**src/rtl/msi_ring_pkg.sv**
```systemverilog
package msi_ring_pkg;
  localparam int DW          = 32;
  localparam int ENTRY_BYTES = 16;
  localparam int ENTRY_W     = ENTRY_BYTES * 8;
  localparam int ALIGN_W     = $clog2(ENTRY_BYTES);

  localparam logic [2:0] RA_CTRL    = 3'd0;
  localparam logic [2:0] RA_BASE_HI = 3'd3;
  localparam logic [2:0] RA_BASE_LO = 3'd4;
  localparam logic [2:0] RA_RD_OFS  = 3'd5;
  localparam logic [2:0] RA_WR_OFS  = 3'd6;

  localparam int CB_EN    = 0;
  localparam int CB_FULL  = 1;
  localparam int CB_IRQ   = 3;
  localparam int CB_STOP  = 4;
  localparam int CB_SEL   = 8;
  localparam int CB_OVF   = 16;
endpackage

```
**src/rtl/msi_ring_regs.sv**
```systemverilog
module msi_ring_regs
  import msi_ring_pkg::*;
#(
  parameter int SEL_W   = 2,
  parameter int MIN_EXP = 15
) (
  input  logic              clk_i,
  input  logic              rst_ni,
  input  logic              reg_we_i,
  input  logic [2:0]        reg_addr_i,
  input  logic [DW-1:0]     reg_wdata_i,
  output logic [DW-1:0]     reg_rdata_o,
  input  logic              hw_wofs_inc_i,
  input  logic              hw_rofs_inc_i,
  input  logic              hw_ovf_set_i,
  output logic              en_o,
  output logic              full_det_o,
  output logic              irq_en_o,
  output logic              stop_o,
  output logic [2*DW-1:0]   base_o,
  output logic [DW-1:0]     rofs_o,
  output logic [DW-1:0]     wofs_o,
  output logic [DW-1:0]     mask_o
);
  localparam logic [DW-1:0] STEP  = DW'(ENTRY_BYTES);
  localparam logic [DW-1:0] ALIGN = ~DW'(ENTRY_BYTES - 1);

  logic [SEL_W-1:0] sel_q;
  logic             ovf_q;
  logic [DW-1:0]    base_hi_q, base_lo_q;

  wire wr_ctrl = reg_we_i && reg_addr_i == RA_CTRL;
  wire wr_rofs = reg_we_i && reg_addr_i == RA_RD_OFS;
  wire wr_wofs = reg_we_i && reg_addr_i == RA_WR_OFS;

  always_comb begin
    mask_o = ((DW'(1) << (int'(sel_q) + MIN_EXP)) - DW'(1)) & ALIGN;
  end

  always_ff @(posedge clk_i or negedge rst_ni) begin
    if (!rst_ni) begin
      en_o <= 1'b0; full_det_o <= 1'b0; irq_en_o <= 1'b0; stop_o <= 1'b0;
      sel_q <= '0; ovf_q <= 1'b0;
      base_hi_q <= '0; base_lo_q <= '0; rofs_o <= '0; wofs_o <= '0;
    end else begin
      if (wr_ctrl) begin
        en_o       <= reg_wdata_i[CB_EN];
        full_det_o <= reg_wdata_i[CB_FULL];
        irq_en_o   <= reg_wdata_i[CB_IRQ];
        stop_o     <= reg_wdata_i[CB_STOP];
        sel_q      <= reg_wdata_i[CB_SEL +: SEL_W];
      end
      // a new overflow beats a simultaneous clear
      if (hw_ovf_set_i) ovf_q <= 1'b1;
      else if (wr_ctrl && reg_wdata_i[CB_OVF]) ovf_q <= 1'b0;
      if (reg_we_i && reg_addr_i == RA_BASE_HI) base_hi_q <= reg_wdata_i;
      if (reg_we_i && reg_addr_i == RA_BASE_LO) base_lo_q <= reg_wdata_i & ALIGN;
      if (wr_rofs)            rofs_o <= reg_wdata_i & ALIGN;
      else if (hw_rofs_inc_i) rofs_o <= (rofs_o + STEP) & mask_o;
      if (wr_wofs)            wofs_o <= reg_wdata_i & ALIGN;
      else if (hw_wofs_inc_i) wofs_o <= wofs_o + STEP;
    end
  end

  assign base_o = {base_hi_q, base_lo_q};

  always_comb begin
    reg_rdata_o = '0;
    case (reg_addr_i)
      RA_CTRL: begin
        reg_rdata_o[CB_EN]            = en_o;
        reg_rdata_o[CB_FULL]          = full_det_o;
        reg_rdata_o[CB_IRQ]           = irq_en_o;
        reg_rdata_o[CB_STOP]          = stop_o;
        reg_rdata_o[CB_SEL +: SEL_W]  = sel_q;
        reg_rdata_o[CB_OVF]           = ovf_q;
      end
      RA_BASE_HI: reg_rdata_o = base_hi_q;
      RA_BASE_LO: reg_rdata_o = base_lo_q;
      RA_RD_OFS:  reg_rdata_o = rofs_o;
      RA_WR_OFS:  reg_rdata_o = wofs_o;
      default:    reg_rdata_o = '0;
    endcase
  end


  wofs_step_chk: assert property (@(posedge clk_i) disable iff (!rst_ni)
    hw_wofs_inc_i && !wr_wofs |=> wofs_o == $past(wofs_o) + STEP);

  wofs_idle_chk: assert property (@(posedge clk_i) disable iff (!rst_ni)
    !hw_wofs_inc_i && !wr_wofs |=> $stable(wofs_o));

  ovf_sticky_chk: assert property (@(posedge clk_i) disable iff (!rst_ni)
    ovf_q && !(wr_ctrl && reg_wdata_i[CB_OVF]) |=> ovf_q);
endmodule

```
**src/rtl/msi_ring_writer.sv**
```systemverilog
module msi_ring_writer
  import msi_ring_pkg::*;
#(
  parameter int VEC_W = 16
) (
  input  logic               clk_i,
  input  logic               rst_ni,
  input  logic               en_i,
  input  logic               full_det_i,
  input  logic               stop_i,
  input  logic [DW-1:0]      mask_i,
  input  logic [DW-1:0]      rofs_i,
  input  logic [DW-1:0]      wofs_i,
  input  logic [2*DW-1:0]    base_i,
  input  logic               msi_valid_i,
  input  logic [VEC_W-1:0]   msi_vec_i,
  output logic               msi_ready_o,
  output logic               mem_req_o,
  output logic [2*DW-1:0]    mem_addr_o,
  output logic [ENTRY_W-1:0] mem_data_o,
  input  logic               mem_ack_i,
  output logic               wofs_inc_o,
  output logic               rofs_inc_o,
  output logic               ovf_set_o
);
  localparam logic [DW-1:0] STEP = DW'(ENTRY_BYTES);

  logic pend_q, push_rd_q;
  logic accept, full, log_it;

  assign msi_ready_o = !pend_q;
  assign accept      = msi_valid_i && msi_ready_o;
  assign full        = full_det_i && (((wofs_i + STEP) & mask_i) == (rofs_i & mask_i));
  assign log_it      = accept && en_i && !(full && stop_i);
  assign ovf_set_o   = accept && en_i && full && stop_i;

  always_ff @(posedge clk_i or negedge rst_ni) begin
    if (!rst_ni) begin
      pend_q <= 1'b0; push_rd_q <= 1'b0;
      mem_addr_o <= '0; mem_data_o <= '0;
    end else if (log_it) begin
      pend_q     <= 1'b1;
      push_rd_q  <= full;
      mem_addr_o <= base_i + {{DW{1'b0}}, wofs_i & mask_i};
      mem_data_o <= {{(ENTRY_W-VEC_W){1'b0}}, msi_vec_i};
    end else if (pend_q && mem_ack_i) begin
      pend_q    <= 1'b0;
      push_rd_q <= 1'b0;
    end
  end

  assign mem_req_o  = pend_q;
  assign wofs_inc_o = pend_q && mem_ack_i;
  assign rofs_inc_o = pend_q && mem_ack_i && push_rd_q;


  req_hold_chk: assert property (@(posedge clk_i) disable iff (!rst_ni)
    mem_req_o && !mem_ack_i |=> mem_req_o && $stable(mem_addr_o) && $stable(mem_data_o));

  data_pad_chk: assert property (@(posedge clk_i) disable iff (!rst_ni)
    mem_req_o |-> mem_data_o[ENTRY_W-1:VEC_W] == '0);

  off_quiet_chk: assert property (@(posedge clk_i) disable iff (!rst_ni)
    accept && !en_i |=> !mem_req_o);
endmodule

```
**src/rtl/msi_ring_logger.sv**
```systemverilog
module msi_ring_logger
  import msi_ring_pkg::*;
#(
  parameter int SEL_W   = 2,
  parameter int MIN_EXP = 15,
  parameter int VEC_W   = 16
) (
  input  logic               clk_i,
  input  logic               rst_ni,
  input  logic               reg_we_i,
  input  logic [2:0]         reg_addr_i,
  input  logic [DW-1:0]      reg_wdata_i,
  output logic [DW-1:0]      reg_rdata_o,
  input  logic               msi_valid_i,
  input  logic [VEC_W-1:0]   msi_vec_i,
  output logic               msi_ready_o,
  output logic               mem_req_o,
  output logic [2*DW-1:0]    mem_addr_o,
  output logic [ENTRY_W-1:0] mem_data_o,
  input  logic               mem_ack_i,
  output logic               irq_o
);
  logic en, full_det, irq_en, stop;
  logic wofs_inc, rofs_inc, ovf_set;
  logic [2*DW-1:0] base;
  logic [DW-1:0] rofs, wofs, mask;

  msi_ring_regs #(.SEL_W(SEL_W), .MIN_EXP(MIN_EXP)) u_regs (
    .clk_i, .rst_ni, .reg_we_i, .reg_addr_i, .reg_wdata_i, .reg_rdata_o,
    .hw_wofs_inc_i(wofs_inc), .hw_rofs_inc_i(rofs_inc), .hw_ovf_set_i(ovf_set),
    .en_o(en), .full_det_o(full_det), .irq_en_o(irq_en), .stop_o(stop),
    .base_o(base), .rofs_o(rofs), .wofs_o(wofs), .mask_o(mask)
  );

  msi_ring_writer #(.VEC_W(VEC_W)) u_wr (
    .clk_i, .rst_ni, .en_i(en), .full_det_i(full_det), .stop_i(stop),
    .mask_i(mask), .rofs_i(rofs), .wofs_i(wofs), .base_i(base),
    .msi_valid_i, .msi_vec_i, .msi_ready_o,
    .mem_req_o, .mem_addr_o, .mem_data_o, .mem_ack_i,
    .wofs_inc_o(wofs_inc), .rofs_inc_o(rofs_inc), .ovf_set_o(ovf_set)
  );

  assign irq_o = en && irq_en && ((rofs & mask) != (wofs & mask));


  irq_cause_chk: assert property (@(posedge clk_i) disable iff (!rst_ni)
    $rose(irq_o) |-> $past(mem_ack_i) || $past(reg_we_i));
endmodule

```
**config.mk**
```make
export PLATFORM = sky130hd
export DESIGN_NAME = msi_ring_logger
export DESIGN_NICKNAME = d
export VERILOG_FILES = /design/src/rtl/msi_ring_pkg.sv /design/src/rtl/msi_ring_regs.sv /design/src/rtl/msi_ring_writer.sv /design/src/rtl/msi_ring_logger.sv
export SDC_FILE = /design/constraint.sdc
export NUM_CORES = 1
export LEC_CHECK = 0
export BUFFER_PORTS_ARGS = -buffer_cell sky130_fd_sc_hd__buf_4
export CELL_PAD_IN_SITES_DETAIL_PLACEMENT = 1
export CELL_PAD_IN_SITES_GLOBAL_PLACEMENT = 1
export CORE_UTILIZATION = 25
export CTS_BUF_LIST = sky130_fd_sc_hd__clkbuf_8
export CTS_CLUSTER_DIAMETER = 50
export DETAILED_ROUTE_END_ITERATION = 8
export PLACE_DENSITY = 0.67
export REMOVE_ABC_BUFFERS = 1
export SETUP_SLACK_MARGIN = 0.5
export SYNTH_ARGS = -nofsm -noshare
export SYNTH_HDL_FRONTEND = slang
export SYNTH_SLANG_ARGS = --single-unit
```
**constraint.sdc**
```tcl
create_clock -name clk_i -period 3 [get_ports clk_i]
set_input_delay 0.3 -clock clk_i [delete_from_list [all_inputs] [get_ports clk_i]]
set_output_delay 0.3 -clock clk_i [all_outputs]
set_load 0.01 [all_outputs]
```
* Word level (Yosys, flattened, before mapping)
Cells that the tools add are included.
** Cells by class
- $add $sub $neg :: 5
- Multiply operators :: 0
- Div/mod/pow operators :: 0
- Magnitude comparators :: 0
- Eq/ne operators :: 6
- Shifts and indexed selects :: 1
- Muxes and demuxes :: 17
- Bitwise gates (word level) :: 4
- Reduce and logical (&&, ||, !) cells :: 24
** Operator list (count)
- 32-bit AND :: 4
- 32-bit two-way mux :: 4
- 32-bit by 5-bit adder with 32-bit output (second input constant) :: 2
- 64-bit by 32-bit adder with 64-bit output :: 1
- 15-bit case mux with 4 select lines :: 1
- 32-bit equality test :: 1
- 32-bit != test :: 1
- 1-bit by 32-bit << shifter with 32-bit output (first input constant) :: 1
- 32-bit by 1-bit subtractor with 32-bit output (second input constant) :: 1
- 6-bit case mux with 4 select lines :: 1
- 2-bit case mux with 5 select lines :: 2
- 1-bit logical AND :: 17
- 3-bit case mux with 4 select lines :: 1
- 3-bit equality test (second input constant) :: 3
- 2-bit case mux with 4 select lines :: 1
- 2-bit nonzero test :: 4
- 2-bit by 4-bit adder with 5-bit output (second input constant) :: 1
- 1-bit two-way mux :: 5
- 1-bit case mux with 5 select lines :: 1
- 3-bit by 2-bit equality test with 1-bit output (second input constant) :: 1
- 3-bit logical NOT :: 1
- 1-bit case mux with 3 select lines :: 1
- 1-bit logical NOT :: 2
** Word-level totals
- Flip-flop bits (word level) :: 213
- Latch bits :: 0
- RAM bits :: 0
- ROM bits :: 0
- Input port bits :: 56
- Output and inout bits :: 227
- Word-level logic and storage cells :: 71
- Memories :: 0

* Depth between registers and ports, before layout
Gate-level depths: netlist (run 1).
- Depth in word-level cells :: 10
- Depth in mapped cells :: 15
- Mapped depth without buffers :: 12

* Hierarchy
From an unflattened synthesis (run 1), not the netlist that was laid out.
** Second synthesis, totals
- Cells, all modules :: 1590
- Area total of the unflattened synthesis :: 14617.8 um^2
** Modules (own cells, without submodules)
- msi_ring_writer :: times used 1, cells each 859, area each 7493.4 um^2, seq. area each 2052.0 um^2
- msi_ring_regs :: times used 1, cells each 679, area each 6672.6 um^2, seq. area each 3078.0 um^2
- msi_ring_logger :: times used 1, cells each 52, area each 451.7 um^2, seq. area each 0.0 um^2

* Worst setup path after synthesis (run 1)
Ideal clock, no wire load.
- Path type :: reg-to-reg
- Start point :: register u_regs.sel_q[1]
- End point :: register u_wr.mem_addr_o[45]
- Setup time :: 0.082 ns
- Data arrival time :: 3.188 ns
- Data required time :: 2.918 ns
- Slack :: -0.270 ns
- Stages on the path, launching flop included :: 15
- Path buffers :: 2
- Clock period less this slack :: 3.270 ns
- Path through :: dfrtp_1 clkbuf_1 nor2_1 ha_1 clkbuf_1 nor2b_1 ha_1 nand2_1 nor3_1 a21oi_1 a211o_1 a21oi_1 o2111ai_1 or3_1 a31oi_1
** On the way
- Cells in the longest elaborated chain, start to end :: 9
** RTL lines
- start: declaration :: line msi_ring_regs.sv:28 : logic [SEL_W-1:0] sel_q;
- start signal: assignment :: line msi_ring_regs.sv:51 : sel_q <= reg_wdata_i[CB_SEL +: SEL_W];
- 2-bit by 4-bit adder with 5-bit output (*) :: line msi_ring_regs.sv:37 : mask_o = ((DW'(1) << (int'(sel_q) + MIN_EXP)) - DW'(1)) & ALIGN;
- 1-bit by 32-bit << shifter with 32-bit output (*) :: line msi_ring_regs.sv:37
- 32-bit by 1-bit subtractor with 32-bit output (*) :: line msi_ring_regs.sv:37
- parallel branches: the longest is 6 deep, another holds 64-bit by 32-bit adder with 64-bit output
- end signal: assignment :: line msi_ring_writer.sv:44 : mem_addr_o <= base_i + {{DW{1'b0}}, wofs_i & mask_i};
- end: declaration :: line msi_ring_writer.sv:19 : output logic [2*DW-1:0] mem_addr_o,
Every way passes the cells marked *.
A chain may end at the register's enable or synchronous reset.

* Worst setup path in the final report (run 1)
- Start point :: register u_regs.sel_q[0]
- End point :: register u_wr.mem_addr_o[36]
Same word-level chain as after synthesis.

==> results of run 1 <==
## path summary, 6_finish.rpt
| kind | end | slack (ns) | cells past startpoint |
|---|---|---|---|
| max in group asynchronous | u_regs.rofs_o[15] | 1.90 | 3 |
| min in group asynchronous | u_wr.mem_data_o[9] | 0.23 | 2 |
| hold reg to reg | u_wr.mem_data_o[7] | 0.47 | 2 |
| setup / recovery | u_wr.mem_addr_o[36] | -0.13 | 14 |
| setup reg to reg | u_wr.mem_addr_o[36] | -0.13 | 14 |
| hold / removal | u_regs.rofs_o[16] | 0.05 | 3 |
## critical path: stages (launching register included)
cell	delay (ns)
dfrtp_2	0.43
nor2b_4	0.14
ha_4	0.26
and2b_2	0.25
ha_4	0.27
a21o_1	0.19
a211oi_2	0.27
and2_4	0.19
a21oi_2	0.05
buf_4	0.15
buf_4	0.15
buf_8	0.14
o211ai_1	0.19
xor2_1	0.22
o21ai_1	0.10
## flip-flops by register name, summed over array words and instances, names as in the netlist
| name | count |
|---|---|
| u_regs.irq_en_o | 1 |
| u_regs.wofs_o | 28 |
| u_wr.mem_req_o | 1 |
| u_regs.stop_o | 1 |
| u_wr.mem_addr_o | 60 |
| u_regs.rofs_o | 28 |
| u_wr.push_rd_q | 1 |
| u_regs.full_det_o | 1 |
| u_regs.ovf_q | 1 |
| u_wr.mem_data_o | 16 |
| u_regs.base_lo_q | 28 |
| u_regs.base_hi_q | 32 |
| u_regs.sel_q | 2 |
| u_regs.en_o | 1 |
## metrics by stage
step | hold slack [ns] | worst slack, ns | cells
floorplan | 0.00441 | -1.39 | 1331
global placement | 0.268 | -0.109 | 2267
detailed placement | 0.272 | -0.172 | 2267
CTS | 0.00275 | -0.0209 | 2429
global route | 0.0273 | -0.241 | 2460
finish | 0.0457 | -0.133 | 2460
## power by group
part	leakage [nW]	internal, mW	switching, mW
Clock	0.447	1.57	1.33
Combinational	5.29	3.44	3.69
Sequential	2.42	3.59	1.04
## layout make-up
type / instances / area [um^2]
diodes: 1 / 2.50
clock buffers: 46 / 633
clock inverters: 23 / 158
fillers: 5771 / 31800
inverters: 16 / 60.1
multi-input cells: 1114 / 7730
flip-flops and latches: 201 / 5030
well taps: 672 / 841
repair buffers: 387 / 3810
## cells by family (layout without fill, tap and decap cells)
| logic type | after synthesis | count (layout) |
|---|---|---|
| AND/OR/NAND/NOR | 449 | 449 |
| XOR/XNOR | 100 | 100 |
| multiplexers | 74 | 74 |
| flip-flops | 201 | 201 |
| AO/OA/AOI/OAI | 329 | 329 |
| adder cells (fa/ha/maj) | 32 | 32 |
| buffers and inverters | 217 | 472 |
| other | 1 | 131 |
## cell usage in the layout (no fill, tap or decap), types with 8 or more instances in the layout
master	netlist	final
a21o_1	11	11
a21oi_1	78	70
a22oi_1	52	52
a31oi_1	10	8
and2_1	15	14
and3_1	16	16
buf_12	0	16
buf_16	0	16
buf_4	121	271
buf_6	7	19
buf_8	0	8
clkbuf_8	0	47
conb_1	1	130
dfrtp_1	201	197
dlygate4sd3_1	0	49
ha_1	31	27
inv_1	16	28
mux2_2	67	66
nand2_1	221	145
nand2_2	0	49
nand2_4	0	27
nand3_1	29	24
nand4_1	12	12
nor2_1	81	73
nor2b_1	13	10
nor3_1	12	9
o2111ai_2	0	11
o211ai_1	15	15
o21ai_0	65	43
o21ai_1	39	21
o21ai_2	0	38
or3_1	9	8
xnor2_1	38	38
xor2_1	62	62
## metal layers
layer  global-route usage (%)  share of wire (%)  up-vias
li1                         -                  -     5413
met1                     24.1                 42     6023
met2                     33.4                 51      260
met3                     2.76                3.7       80
met4                     6.63                2.9        0
met5                        0                  0        -
## repair_timing
item,CTS,global route
endpoints found under the setup margin,83,85
gates resized for setup,189,126
pin swaps,60,66
cloned,14,8
endpoints found under the hold margin,166,0
hold buffers,49,0
buffers inserted,30,22
==> impl_metrics.json, run 1 <==
{
  "worst_slack_ns": -0.133,
  "synth_compound_area_share_pct": 16.3,
  "clock_sinks": 201,
  "cts_tree": "done",
  "cp.required_ns": 3.49,
  "fin_nets": 1849,
  "power.leakage_nw": 8.16,
  "ys_top_cells_by_area": "dfrtp_1 (40%), buf_4 (7.2%), nand2_1 (6.6%)",
  "syn2layout_area_growth_pct": 44.4,
  "drc_errors": 0,
  "hold_class": "in2reg",
  "r2r_start": "u_regs.sel_q[0]",
  "synthFlopType": "dfrtp_1",
  "synth_edf_count": 0,
  "dieArea_um2": 51500,
  "port_buffers": 166,
  "synth_area_um2": 12600,
  "cts_max_level": 2,
  "clockBufferDepth": 3,
  "drt_iter0_drc": 566,
  "ir_drop_v": 0.000249,
  "endpoint_kind": "flop",
  "wirelength_um": 50800,
  "synth-async-reset-ratio_pct": 100,
  "timing.final.crit_share_pct": 104,
  "hold_viol_final": 0,
  "yosys.area.top_type": "dfrtp_1",
  "synth_top_family_by_area": "simple AND/OR/NAND/NOR gates",
  "ios": 283,
  "setup_tns_ns": -3.91,
  "ys_ff_latch": 201,
  "antenna_found_initial": 1,
  "grt_pass1_wl_um": 74400,
  "drive_gt1_share_pct": 37.0,
  "postPlaceCellArea_um2": 14800,
  "initial_core_util_pct": 25.3,
  "track_usage_pct": 19.2,
  "worstSkewPairLatency_ns": 0.61,
  "violations": "slew limit, setup timing",
  "critPathLaunch": "u_regs.sel_q[0]",
  "final_cell_area_um2": 18300,
  "maxSlewHeadroom_pct": -14.9,
  "critPathLaunchType": "flop",
  "p_total_mw": 14.7,
  "drv_slew": 32,
  "crit_arrival_ns": 3.63,
  "cts_buffers": 41,
  "synth_cells": 1403,
  "synthAdderAreaFrac_pct": 3.23,
  "worst-setup-path-type": "reg2reg",
  "yosysSeqAreaShare_pct": 39.8,
  "skew_ns": 0.0266,
  "max_freq_ghz": 0.319,
  "yosysMostFrequentCell": "nand2_1",
  "die_x_um": 227,
  "grt_overflow": 0,
  "vias": 11776,
  "p_per_area_nw_per_um2": 803,
  "dr.pass1.iters": 5,
  "muxShareOfSynthArea_pct": 6.52,
  "cp_max_fo": 7,
  "synthDistinctLibCells": 68,
  "grt_pass1_vias": 12112,
  "vias_per_cell": 4.79,
  "synthTopCellsByCount": "nand2_1 (221), dfrtp_1 (201), buf_4 (121)",
  "detailed_place_hpwl_um": 35300,
  "cts.clk_slew.worst_paths_ns": 0.06,
  "syn_area_per_cell_um2": 9.01,
  "rsz0062_at_grt": "yes",
  "synth_top_area_share_pct": 39.8,
  "core_area_um2": 50100,
  "final_util_pct": 36.5,
  "synthSimpleGateAreaFrac_pct": 16.6,
  "ctsRootBufferMaster": "clkbuf_8",
  "min_from": "reg_wdata_i[16]",
  "period_minus_slack_ns": 3.13,
  "drv_cap": 0,
  "gp_congestion": 0.895,
  "die_height_um": 227,
  "outcome": "complete, but fails checks",
  "rows": 82,
  "yosys_warnings": 0,
  "setup-violations-final": 73,
  "grt_start_max_net_pins": 65,
  "drt-wirelength-per-cell_um": 20.6,
  "drtAntennaViolNets": 0,
  "max_slew.worst_pin.slew_ns": 1.71,
  "synth_xor_area_share_pct": 6.93
}
No activity file was read; power rests on OpenSTA's default activity.
==> run 2, diff against run 1 <==
--- a/config.mk
+++ b/config.mk
@@ -13,7 +13,6 @@
 export CTS_CLUSTER_DIAMETER = 50
 export DETAILED_ROUTE_END_ITERATION = 8
 export PLACE_DENSITY = 0.67
-export REMOVE_ABC_BUFFERS = 1
 export SETUP_SLACK_MARGIN = 0.5
 export SYNTH_ARGS = -nofsm -noshare
 export SYNTH_HDL_FRONTEND = slang
==> run 2 against run 1 <==
The flow still finishes with violations (slew limit, setup timing). Non-clock buffer count down 40. Hold slack worse by 0.018 ns. Count of clock-buffer cells in the layout up 8. Clock power up 16%. Setup slack better by 0.067 ns. Highest routed layer unchanged. Wire length down 0.60%. Via count up 0.26%.
==> impl_metrics.json, run 2 (same netlist as run 1, synthesis figures left out) <==
{
  "period_minus_slack_ns": 3.07,
  "critPathLaunchType": "flop",
  "drive_gt1_share_pct": 31.6,
  "final_util_pct": 35.1,
  "core_area_um2": 50100,
  "switching_share_pct": 40.3,
  "worstSkewPairLatency_ns": 0.62,
  "setup_tns_ns": -0.402,
  "grt_pass1_vias": 12187,
  "ir_drop_v": 0.000272,
  "grt_pass1_wl_um": 74000,
  "dr.pass1.iters": 5,
  "fin_nets": 1810,
  "r2r.worst_path.cells": 13,
  "drt-wirelength-per-cell_um": 20.8,
  "fillerInstances": 5856,
  "crit_buf_inv": 1,
  "cp_max_fo": 4,
  "ctsRootBufferMaster": "clkbuf_8",
  "seqPwrFrac_pct": 31.5,
  "wirelength_um": 50400,
  "drv_slew": 32,
  "p_comb_share_pct": 45.4,
  "drt_iter0_drc": 629,
  "critPathTopFamily": "simple AND/OR/NAND/NOR gates",
  "cts.clk_slew.worst_paths_ns": 0.07,
  "timing.final.crit_share_pct": 102,
  "endpoint_kind": "flop",
  "postPlaceCellArea_um2": 14700,
  "drtAntennaViolNets": 0,
  "p_int_mw": 8.66,
  "clkPwrFrac_pct": 23.1,
  "instances_no_fill": 2427,
  "antenna_found_initial": 0,
  "max_slew.worst_pin.slew_ns": 2.15,
  "cp.required_ns": 3.52,
  "drv_cap": 0,
  "initial_core_util_pct": 25.3,
  "vias": 11807,
  "rsz0062_at_grt": "yes",
  "clockBufferDepth": 3,
  "antenna_cells": 0,
  "clock_sinks": 201,
  "hold_class": "in2reg",
  "dieArea_um2": 51500,
  "detailed_place_hpwl_um": 34700,
  "maxSlewHeadroom_pct": -44.2,
  "mostFrequentLayoutCells": "buf_4 (253), nand2_1 (197), dfrtp_1 (194), conb_1 (130), nor2_1 (76)",
  "worst-path-stages": 13,
  "largest_reg_flops": 60,
  "cp_slowest_cell": "or4_1",
  "regMostFlops": "u_wr.mem_addr_o",
  "p_switching_mw": 5.86,
  "track_usage_pct": 19.1,
  "skew_ns": 0.0243,
  "grt_start_max_net_pins": 77,
  "vias_per_cell": 4.86,
  "grt_overflow": 0,
  "ios": 283,
  "final_common_cell": "buf_4",
  "power.leakage_nw": 7.75,
  "die_height_um": 227,
  "max_freq_ghz": 0.326,
  "port_buffers": 166,
  "reg2reg_slack_ns": -0.07,
  "setup-violations-final": 14,
  "dpl.cell_count": 2243,
  "gp_congestion": 0.915,
  "violations": "slew limit, setup timing",
  "min_path_cells": 3,
  "worst-setup-path-type": "reg2reg",
  "outcome": "complete, but fails checks",
  "drc_errors": 0,
  "seq_area_um2": 5040,
  "cts_max_level": 2,
  "crit_chain": "nor2b_4, ha_4, and2b_2, ha_4, and4_4, nand2_1, o21ai_2, nor2_2, a21oi_2, buf_6, o21ai_4, or4_1, a31oi_1",
  "cts_buffers": 42,
  "p_per_area_nw_per_um2": 827,
  "worst_slack_ns": -0.0656,
  "slowest_delay_ns": 0.54,
  "crit_arrival_ns": 3.58,
  "cp_common_cell": "ha_4",
  "cts_tree": "done",
  "die_x_um": 227,
  "rows": 82,
  "hold_viol_final": 0,
  "multi_input_area_um2": 7400,
  "final_cell_area_um2": 17600,
  "largestRegisters": "u_wr.mem_addr_o x60, u_regs.base_hi_q x32",
  "syn2layout_area_growth_pct": 38.8
}
-- run 2: final cells by class --
cell class / instances / share of cell area, %
clock inverters: 23 / 1.25
well taps: 672 / 4.79
repair buffers: 347 / 18.5
inverters: 16 / 0.342
clock buffers: 54 / 4.23
multi-input cells: 1114 / 42.1
flip-flops and latches: 201 / 28.7
-- run 2: timing repair --
item,4_1_cts,5_1_grt
endpoints found under the setup margin,84,90
pin swaps,57,47
gates resized for setup,89,71
buffers inserted,26,19
endpoints found under the hold margin,200,0
hold buffers,49,0
cloned,10,3
-- run 2: path summary, 6_finish.rpt --
path / start / to
setup / recovery: u_regs.sel_q[0] / u_wr.mem_addr_o[42]
hold / removal: reg_wdata_i[16] / u_regs.rofs_o[16]
setup reg to reg: u_regs.sel_q[0] / u_wr.mem_addr_o[42]
hold reg to reg: u_wr.mem_data_o[10] / u_wr.mem_data_o[10]
max in group asynchronous: rst_ni / u_wr.mem_addr_o[22]
min in group asynchronous: rst_ni / u_wr.mem_addr_o[61]
-- run 2: worst min-delay path, cell delays in order --
cell	delay [ns]
buf_4	0.16
nand2_1	0.06
o21ai_0	0.07
-- run 2: stage by stage --
| stage | setup slack [ns] | hold slack, ns | power [mW] |
|---|---|---|---|
| floorplan | 0.0902 | 0.00441 | 7.61 |
| global placement | -0.00129 | 0.395 | 9.87 |
| detailed placement | -0.0759 | 0.401 | 10.1 |
| CTS | -0.0525 | 0.000758 | 14.1 |
| global route | -0.167 | 0.0304 | 15.4 |
| finish | -0.0656 | 0.0279 | 14.5 |
-- run 2: metal layers --
metal	part of all wire [%]	routed length (um)	global-route usage [%]	up-vias
met2	48	24300	31.7	370
met1	43	21800	24.2	6020
met4	3.4	1730	7.76	0
met3	5.2	2610	3.69	87
met5	0	0	0	-
li1	-	-	-	5330
-- run 2: power by group through the flow --
| stage | clock, mW | sequential, mW | combinational (mW) |
|---|---|---|---|
| 2_1_floorplan | 0 | 4.39 | 3.22 |
| 3_3_place_gp | 0 | 4.54 | 5.33 |
| 3_5_place_dp | 0 | 4.58 | 5.48 |
| 4_1_cts | 3.47 | 4.56 | 6.12 |
| 5_1_grt | 3.58 | 4.67 | 7.11 |
| 6_report | 3.36 | 4.57 | 6.59 |
